[src/rtl/iwg_pkg.sv]
package iwg_pkg;
  localparam int REG_W = 32;
  localparam int NWORD = 2;
  localparam int MW    = NWORD * REG_W;
  localparam int AW    = 4;

  localparam logic [1:0] WAKE_MODE = 2'b11;
  localparam int MODE_LSB = 2;

  localparam int ADR_CFG   = 0;
  localparam int ADR_IWEN0 = 1;
  localparam int ADR_DWEN0 = 3;
  localparam int ADR_RAW0  = 5;
  localparam int ADR_MSK0  = 7;
  localparam int ADR_SET0  = 9;
  localparam int ADR_CLR0  = 11;
endpackage

[src/rtl/iwg_wake_or.sv]
module iwg_wake_or #(
  parameter int N_IRQ = 64,
  parameter int N_DMA = 64
) (
  input  logic [N_IRQ-1:0] irq,
  input  logic [N_IRQ-1:0] irq_en,
  input  logic [N_DMA-1:0] dma,
  input  logic [N_DMA-1:0] dma_en,
  input  logic             nmi,
  input  logic             mode_ok,
  input  logic             idle,
  output logic             irq_hit,
  output logic             dma_hit,
  output logic             wake
);
  // purely combinational: no storage anywhere on this path
  always_comb begin
    irq_hit = |(irq & irq_en);
    dma_hit = |(dma & dma_en);
    wake    = mode_ok & idle & (irq_hit | dma_hit | nmi);
  end
endmodule

[src/rtl/iwg_sync.sv]
module iwg_sync #(
  parameter int W = 64
) (
  input  logic         clk,
  input  logic         rst_n,
  input  logic [W-1:0] d,
  output logic [W-1:0] q
);
  logic [W-1:0] stage1;

  always_ff @(posedge clk or negedge rst_n) begin
    if (!rst_n) begin
      stage1 <= '0;
      q      <= '0;
    end else begin
      stage1 <= d;
      q      <= stage1;
    end
  end
endmodule

[src/rtl/iwg_evt_status.sv]
module iwg_evt_status #(
  parameter int W = 64
) (
  input  logic         clk,
  input  logic         rst_n,
  input  logic [W-1:0] hit,
  input  logic [W-1:0] raw_clr,
  input  logic [W-1:0] en_set,
  input  logic [W-1:0] en_clr,
  output logic [W-1:0] raw,
  output logic [W-1:0] en,
  output logic [W-1:0] masked,
  output logic         any_o
);
  for (genvar i = 0; i < W; i++) begin : g_bit
    always_ff @(posedge clk or negedge rst_n) begin
      if (!rst_n) begin
        raw[i] <= 1'b0;
        en[i]  <= 1'b0;
      end else begin
        // capture beats a same-cycle clear
        raw[i] <= hit[i] | (raw[i] & ~raw_clr[i]);
        if (en_set[i])      en[i] <= 1'b1;
        else if (en_clr[i]) en[i] <= 1'b0;
      end
    end
  end

  assign masked = raw & en;
  assign any_o  = |masked;
endmodule

[src/rtl/iwg_regs.sv]
module iwg_regs
  import iwg_pkg::*;
(
  input  logic             clk,
  input  logic             rst_n,
  input  logic             wr,
  input  logic [AW-1:0]    addr,
  input  logic [REG_W-1:0] wdata,
  input  logic [MW-1:0]    raw,
  input  logic [MW-1:0]    en,
  input  logic [MW-1:0]    masked,
  output logic [REG_W-1:0] rdata,
  output logic [1:0]       mode,
  output logic [MW-1:0]    irq_wen,
  output logic [MW-1:0]    dma_wen,
  output logic [MW-1:0]    raw_clr,
  output logic [MW-1:0]    en_set,
  output logic [MW-1:0]    en_clr
);
  always_ff @(posedge clk or negedge rst_n) begin
    if (!rst_n)                          mode <= '0;
    else if (wr && addr == AW'(ADR_CFG)) mode <= wdata[MODE_LSB +: 2];
  end

  for (genvar k = 0; k < NWORD; k++) begin : g_word
    localparam logic [AW-1:0] A_IW = AW'(ADR_IWEN0 + k);
    localparam logic [AW-1:0] A_DW = AW'(ADR_DWEN0 + k);
    localparam logic [AW-1:0] A_RW = AW'(ADR_RAW0 + k);
    localparam logic [AW-1:0] A_ST = AW'(ADR_SET0 + k);
    localparam logic [AW-1:0] A_CL = AW'(ADR_CLR0 + k);

    always_ff @(posedge clk or negedge rst_n) begin
      if (!rst_n) begin
        irq_wen[k*REG_W +: REG_W] <= '0;
        dma_wen[k*REG_W +: REG_W] <= '0;
      end else if (wr) begin
        if (addr == A_IW) irq_wen[k*REG_W +: REG_W] <= wdata;
        if (addr == A_DW) dma_wen[k*REG_W +: REG_W] <= wdata;
      end
    end

    assign raw_clr[k*REG_W +: REG_W] = (wr && addr == A_RW) ? wdata : '0;
    assign en_set[k*REG_W +: REG_W]  = (wr && addr == A_ST) ? wdata : '0;
    assign en_clr[k*REG_W +: REG_W]  = (wr && addr == A_CL) ? wdata : '0;
  end

  always_comb begin
    rdata = '0;
    if (addr == AW'(ADR_CFG)) rdata[MODE_LSB +: 2] = mode;
    for (int k = 0; k < NWORD; k++) begin
      if (addr == AW'(ADR_IWEN0 + k)) rdata = irq_wen[k*REG_W +: REG_W];
      if (addr == AW'(ADR_DWEN0 + k)) rdata = dma_wen[k*REG_W +: REG_W];
      if (addr == AW'(ADR_RAW0 + k))  rdata = raw[k*REG_W +: REG_W];
      if (addr == AW'(ADR_MSK0 + k))  rdata = masked[k*REG_W +: REG_W];
      if (addr == AW'(ADR_SET0 + k) || addr == AW'(ADR_CLR0 + k))
        rdata = en[k*REG_W +: REG_W];
    end
  end
endmodule

[src/rtl/idle_wake_gen.sv]
module idle_wake_gen
  import iwg_pkg::*;
#(
  parameter int N_IRQ = 64,
  parameter int N_DMA = 64
) (
  input  logic             clk,
  input  logic             rst_n,
  input  logic             sys_idle,
  input  logic [N_IRQ-1:0] irq_in,
  input  logic [N_DMA-1:0] dma_evt,
  input  logic             nmi_in,
  input  logic             reg_wr,
  input  logic [AW-1:0]    reg_addr,
  input  logic [REG_W-1:0] reg_wdata,
  output logic [REG_W-1:0] reg_rdata,
  output logic             wake_req,
  output logic             wake_irq
);
  logic [1:0]       mode;
  logic             mode_ok;
  logic [MW-1:0]    irq_wen, dma_wen, raw_clr, en_set, en_clr;
  logic [MW-1:0]    raw_w, en_w, msk_w;
  logic [N_DMA-1:0] dma_sync, evt_hit, raw, en, msk;
  logic             irq_hit, dma_hit;

  assign mode_ok = (mode == WAKE_MODE);

  iwg_regs u_regs (
    .clk     (clk),
    .rst_n   (rst_n),
    .wr      (reg_wr),
    .addr    (reg_addr),
    .wdata   (reg_wdata),
    .raw     (raw_w),
    .en      (en_w),
    .masked  (msk_w),
    .rdata   (reg_rdata),
    .mode    (mode),
    .irq_wen (irq_wen),
    .dma_wen (dma_wen),
    .raw_clr (raw_clr),
    .en_set  (en_set),
    .en_clr  (en_clr)
  );

  iwg_wake_or #(.N_IRQ(N_IRQ), .N_DMA(N_DMA)) u_or (
    .irq     (irq_in),
    .irq_en  (irq_wen[N_IRQ-1:0]),
    .dma     (dma_evt),
    .dma_en  (dma_wen[N_DMA-1:0]),
    .nmi     (nmi_in),
    .mode_ok (mode_ok),
    .idle    (sys_idle),
    .irq_hit (irq_hit),
    .dma_hit (dma_hit),
    .wake    (wake_req)
  );

  iwg_sync #(.W(N_DMA)) u_sync (
    .clk   (clk),
    .rst_n (rst_n),
    .d     (dma_evt),
    .q     (dma_sync)
  );

  assign evt_hit = dma_sync & dma_wen[N_DMA-1:0] & {N_DMA{mode_ok}};

  iwg_evt_status #(.W(N_DMA)) u_stat (
    .clk     (clk),
    .rst_n   (rst_n),
    .hit     (evt_hit),
    .raw_clr (raw_clr[N_DMA-1:0]),
    .en_set  (en_set[N_DMA-1:0]),
    .en_clr  (en_clr[N_DMA-1:0]),
    .raw     (raw),
    .en      (en),
    .masked  (msk),
    .any_o   (wake_irq)
  );

  assign raw_w = MW'(raw);
  assign en_w  = MW'(en);
  assign msk_w = MW'(msk);
endmodule

[config.mk]
export PLATFORM = sky130hd
export DESIGN_NAME = idle_wake_gen
export DESIGN_NICKNAME = d
export VERILOG_FILES = /design/src/rtl/iwg_pkg.sv /design/src/rtl/iwg_wake_or.sv /design/src/rtl/iwg_sync.sv /design/src/rtl/iwg_evt_status.sv /design/src/rtl/iwg_regs.sv /design/src/rtl/idle_wake_gen.sv
export SDC_FILE = /design/constraint.sdc
export NUM_CORES = 1
export LEC_CHECK = 0
export CAP_MARGIN = 40
export CORE_MARGIN = 2
export CORE_UTILIZATION = 46
export DETAILED_ROUTE_END_ITERATION = 7
export GPL_TIMING_DRIVEN = 0
export PLACE_DENSITY = 0.67
export SYNTH_ARGS = -nofsm -noshare
export SYNTH_HDL_FRONTEND = slang
export SYNTH_HIERARCHICAL = 1
export SYNTH_SLANG_ARGS = --single-unit
[constraint.sdc]
create_clock -name clk -period 2.8 [get_ports clk]
set_clock_uncertainty 0.2 [all_clocks]
set_input_delay 0.56 -clock clk [delete_from_list [all_inputs] [get_ports clk]]
set_output_delay 0.56 -clock clk [all_outputs]
set_load 0.02 [all_outputs]
======== Word-level counts from Yosys, hierarchy flattened ========
Cells that the tools add are included.
storage, ports and cells
  bits in registers ....................... 386
  input port bits ......................... 169
  output and inout port bits .............. 34
  logic and storage cells ................. 575
cells by class
  eq/ne operators ......................... 13
  mux-type cells .......................... 145
  bitwise operators ....................... 201
  reduce and logical (&&, ||, !) cells .... 81
operators with widths
  cell                                                              number
  32-bit two-way mux                                                16
  64-bit AND                                                        5
  64-bit OR reduction                                               3
  1-bit two-way mux                                                 128
  2-bit nonzero test                                                64
  1-bit AND                                                         66
  1-bit OR                                                          66
  1-bit NOT                                                         64
  4-bit == test (second input constant)                             5
  4-bit by 3-bit == test with 1-bit output (second input constant)  4
  4-bit by 2-bit == test with 1-bit output (second input constant)  2
  2-bit AND reduction                                               4
  1-bit logical AND                                                 7
  4-bit by 1-bit == test with 1-bit output (second input constant)  1
  4-bit zero test                                                   1
  2-bit == test (second input constant)                             1
  1-bit logical OR                                                  2
  2-bit two-way mux                                                 1

======== Logic depth before layout (Yosys ltp) ========
  word-level depth ........................ 12
  gate-level depth with buffers ........... 9
  gate-level depth less buffers ........... 6

======== Modules after synthesis ========
The synthesis kept the hierarchy.
by module, submodules not included
  module          instances  cells an instance  area an instance (um2)
  iwg_regs        1          953                9250.1
  iwg_evt_status  1          475                5247.5
  iwg_sync        1          128                3203.1
  iwg_wake_or     1          75                 705.7
  idle_wake_gen   1          79                 688.2

======== Worst setup path after synthesis ========
Ideal clock, no wire load.
  path kind ............................... input to output
  from .................................... input port reg_addr[1]
  to ...................................... output port reg_rdata[12]
  arrival time ............................ 2070 ps
  slack ................................... -30 ps
  stages on the path ...................... 7
  buffers on the path ..................... 3
  cells stage by stage .................... buf_6 > nor2b_1 > buf_2 > nand2_1 > clkbuf_1 > o22ai_1 > a211oi_1
between the ends
  cells in the longest elaborated chain, start to end .. 11
  elaborated cells on any way between the ends .. 24
  those cells by class .................... 12 x eq/ne; 10 x mux; 2 x reduce/logical
ends and longest elaborated chain
  item                                      RTL line             text
  from (decl)                               idle_wake_gen.sv:14  input logic [AW-1:0] reg_addr,
  4-bit by 1-bit == test with 1-bit output  iwg_regs.sv:51       if (addr == AW'(ADR_IWEN0 + k)) rdata = irq_wen[k*REG_W +: REG_W];
  32-bit two-way mux                        iwg_regs.sv:51
  32-bit two-way mux                        iwg_regs.sv:52       if (addr == AW'(ADR_DWEN0 + k)) rdata = dma_wen[k*REG_W +: REG_W];
  32-bit two-way mux                        iwg_regs.sv:53       if (addr == AW'(ADR_RAW0 + k)) rdata = raw[k*REG_W +: REG_W];
  32-bit two-way mux                        iwg_regs.sv:54       if (addr == AW'(ADR_MSK0 + k)) rdata = masked[k*REG_W +: REG_W];
  32-bit two-way mux                        iwg_regs.sv:55       if (addr == AW'(ADR_SET0 + k) || addr == AW'(ADR_CLR0 + k))
  32-bit two-way mux                        iwg_regs.sv:51
  32-bit two-way mux                        iwg_regs.sv:52
  32-bit two-way mux                        iwg_regs.sv:53
  32-bit two-way mux                        iwg_regs.sv:54
  32-bit two-way mux (*)                    iwg_regs.sv:55
  to (decl)                                 idle_wake_gen.sv:16  output logic [REG_W-1:0] reg_rdata,
Every way passes the cells marked *; elsewhere a longest branch is shown, timed or not.

======== Worst setup path after layout ========
  from .................................... input port dma_evt[7]
  to ...................................... output port wake_req
between the ends
  cells in the longest elaborated chain, start to end .. 5
ends and longest elaborated chain
  item                    RTL line             text
  from (decl)             idle_wake_gen.sv:11  input logic [N_DMA-1:0] dma_evt,
  64-bit AND              iwg_wake_or.sv:19    dma_hit = |(dma & dma_en);
  64-bit OR reduction     iwg_wake_or.sv:19
  net dma_hit             idle_wake_gen.sv:25  logic irq_hit, dma_hit;
  1-bit OR (2 in series)  iwg_wake_or.sv:20    wake = mode_ok & idle & (irq_hit | dma_hit | nmi);
  1-bit AND               iwg_wake_or.sv:20
  to (decl)               idle_wake_gen.sv:17  output logic wake_req,
The timed path passes the listed nets, and every way through them passes these cells.

==> flow_summary.ini <==
[critical_path]
rr_startpoint = u_regs/mode[1]$_DFFE_PN0P_
max_stage_delay_ps = 590
endpoint_kind = output pin
arrival_ps = 3000
crit_required_ps = 2040
crit_chain = clkdlybuf4s50_1, a22o_1, a221oi_4, nand4_1, or4_4, o311a_1, buf_6
setup.worst_path.start_class = input pin
crit_fanout = 2
r2r_slack_ps = 970
r2r.worst_path.cells = 3
path_class = in -> out
r2r_end = u_stat/raw[8]$_DFF_PN0_
cpMaxStageDelayCell = or4_4

[global_route]
antenna_found_initial = 7
grt_max_degree = 118
grt_pass1_wl_um = 122000
first_global_vias = 16699
grt_remaining_overflow = 0
grt_util_all_layers_pct = 40.1

[detailed_routing]
routed_via_density = 6.41
wl_met3_um = 8990
dr.max_layer_used = met5
wl_met1_um = 34800
met2_length_um = 38200
vias = 16853
drt_wl_total_um = 88100
dr.pass1.iters = 6
avgRoutedWirePerCell_um = 33.5
drt_iter0_markers = 2022
drc_errors = 0
antenna_left = 0

[final_layout]
fill_cells = 3336
final_cell_mix = 379 x dfrtp_1, 205 x and2_1, 163 x clkdlybuf4s50_1
nNetsFinal = 2232
ff_latch_area_um2 = 9670
multi_input_area_um2 = 9130
final_common_cell = dfrtp_1
area_delta_synth_final_pct = 34.2
layout-drive-gt1-share_pct = 28.3
final_util_pct = 62.6

[sta]
fin_ws_ps = -958
tns_ps = -6260
relSlewSlack_pct = 46.0
setup_violations = 43
clock.fmax_mhz = 266
rsz0062_at_grt = yes
fin_crit_sh_pct = 134
finalMaxSlewViolations = 0
worst_hold_slack_ps = 140
period_needed_ps = 3760
finalHoldViolations = 0
tightest_slew_ps = 807

[die]
start_util_pct = 46.7
dieWidth_um = 208
coreArea_um2 = 40900
dieArea_um2 = 43200
row_count = 74
die_y_um = 208
pin_count = 203

[clock_tree]
clockBufferDepth = 3
cts_root_buf = clkbuf_16
h-tree-depth = 2
tritoncts = built
numCtsBuffers = 43
clk_latency_ps = 570
clk_pin_slew_worst_paths_ps = 70
clkSinkCount = 386

[worst_hold_path]
min_to = u_sync/q[31]$_DFF_PN0_
worstHoldStart = u_sync/stage1[31]$_DFF_PN0_
whs_path_depth = 0
hold_path.class = reg -> reg

[placed_design]
dp_hpwl_um = 62900
port_buffers = 201
place.gp.congestion = 1.02

[synthesis]
synth_area_um2 = 19100
synth_top_area_cell = dfrtp_1
synth-seq-cells = 386
synth_area_leaders = dfrtp_1 51%, mux2_2 7.6%, and2_1 7.3%
yosys_warnings = 6
synth_fp_nets = 1879
syn_inst = 1710
seq_area_frac_synth_pct = 50.6
ys_async_sr_fraction_pct = 100
synth_edf_count = 0
avgSynthCellArea_um2 = 11.2
ys_dominant_reg_cell = dfrtp_1
synth_top_area_share_pct = 50.6
synth.distinct_cells = 68

[run_status]
violations = negative setup slack
status = finished with violations

[job]
maxCapViolCount = 0

[power_and_ir_drop]
p_comb_share_pct = 27.2
power.density_nw_per_um2 = 751
total_power_mw = 19.3
clkPwrFrac_pct = 29.5
netSwitchingPower_mw = 6.56
p_leak_nw = 11.6
p_int_mw = 12.7
power_frac_seq_pct = 43.4
swShare_pct = 34.1
ir_worst_vdd_mv = 0.486
## worst max path at each step
stage                                         from                     end  slack [ps]  cells past startpoint
global placement                             rst_n  u_sync/q[45]$_DFF_PN0_      -16010                      1
detailed placement                     reg_addr[2]           reg_rdata[20]       -1870                      8
finish                                  dma_evt[7]                wake_req        -960                      7
floorplan                              reg_addr[1]           reg_rdata[10]          10                      7
CTS                 u_regs/irq_wen[18]$_DFFE_PN0P_                wake_req        -950                      6
global route        u_regs/irq_wen[18]$_DFFE_PN0P_                wake_req        -950                      6
## metrics by stage
stage               setup WS (ps)  cell area [um2]  cells
floorplan                    14.8            19100   1710
global placement           -16010            21800   2443
detailed placement          -1870            22100   2460
CTS                          -954            25000   2588
global route                 -953            25600   2627
finish                       -958            25600   2629
## layout make-up
class | instances | share of cell area, %
diodes | 3 | 0.0293
plain buffers | 100 | 3.91
clock buffers | 61 | 4.86
clock inverters | 15 | 0.537
inverters | 139 | 2.07
multi-input cells | 1078 | 35.6
flip-flops and latches | 386 | 37.7
well taps | 532 | 2.60
repair buffers | 315 | 12.6
## flip-flops by register name, indices dropped and copies added (netlist names)
signal	count
u_regs/mode	2
u_regs/irq_wen	64
u_regs/dma_wen	64
u_stat/en	64
u_stat/raw	64
u_sync/q	64
u_sync/stage1	64
## routing by layer
metal  up-vias  global-route usage (%)
met1      8545                    54.1
met5         -                       0
li1       6900                       -
met4         2                    24.0
met3       284                    9.12
met2      1122                    59.3
## power by group through the flow
stage                     Clock, mW  Sequential (mW)  Combinational [mW]
final                          5.67             8.35                5.23
after global placement            0             8.29                4.10
after detailed placement          0             8.32                4.23
after global routing           5.94             8.43                5.41
after CTS                      5.72             8.26                4.81
after floorplan                   0             7.55                2.51
## synthesized netlist by cell type (5+ instances only)
library cell    n
a211oi_1       17
a21o_1        134
a21oi_1        12
a221oi_1       26
a221oi_2       10
a222oi_1       17
a22o_1         48
a22oi_1        18
a32oi_1         5
and2_0          7
and2_1        223
and3_1         34
and4_1         65
buf_2          38
buf_4          12
buf_6          11
clkbuf_1       44
dfrtp_1       386
inv_1         138
mux2_2        129
mux2i_1        25
mux4_2          7
nand2_1        51
nand2b_1       11
nand4_1        12
nor2_1         33
nor2b_1        13
o211ai_1       17
o21a_1          6
o21ai_0        26
o21ai_1         9
o221ai_1       16
o22a_1          5
o22ai_1        24
o2bb2ai_1      17
or4_1          12
## worst max-delay path: cells and delay by family
| kind | cells | cell delay [ps] |
|---|---|---|
| AO/OA/AOI/OAI | 3 | 1030 |
| AND/OR/NAND/NOR | 2 | 790 |
| buffers and inverters | 2 | 630 |
## logic make-up (layout without fill, tap and decap cells)
| logic type | count (synthesis) | in the layout | synth area share [%] |
|---|---|---|---|
| AOI/OAI and AO/OA | 424 | 424 | 17.5 |
| muxes | 164 | 164 | 9.92 |
| other | 0 | 3 | 0 |
| buffers and inverters | 246 | 630 | 5.82 |
| DFF | 386 | 386 | 50.6 |
| and+or+nand+nor | 490 | 490 | 16.2 |
## repair_timing
action,in CTS,in global routing
hold buffers,1,0
setup buffers,50,43
endpoints found under the setup margin,116,37
resized for setup,469,96
endpoints found under the hold margin,94,0
cloned,3,2
pin swaps,71,63
Power figures use the tool's default switching activity.
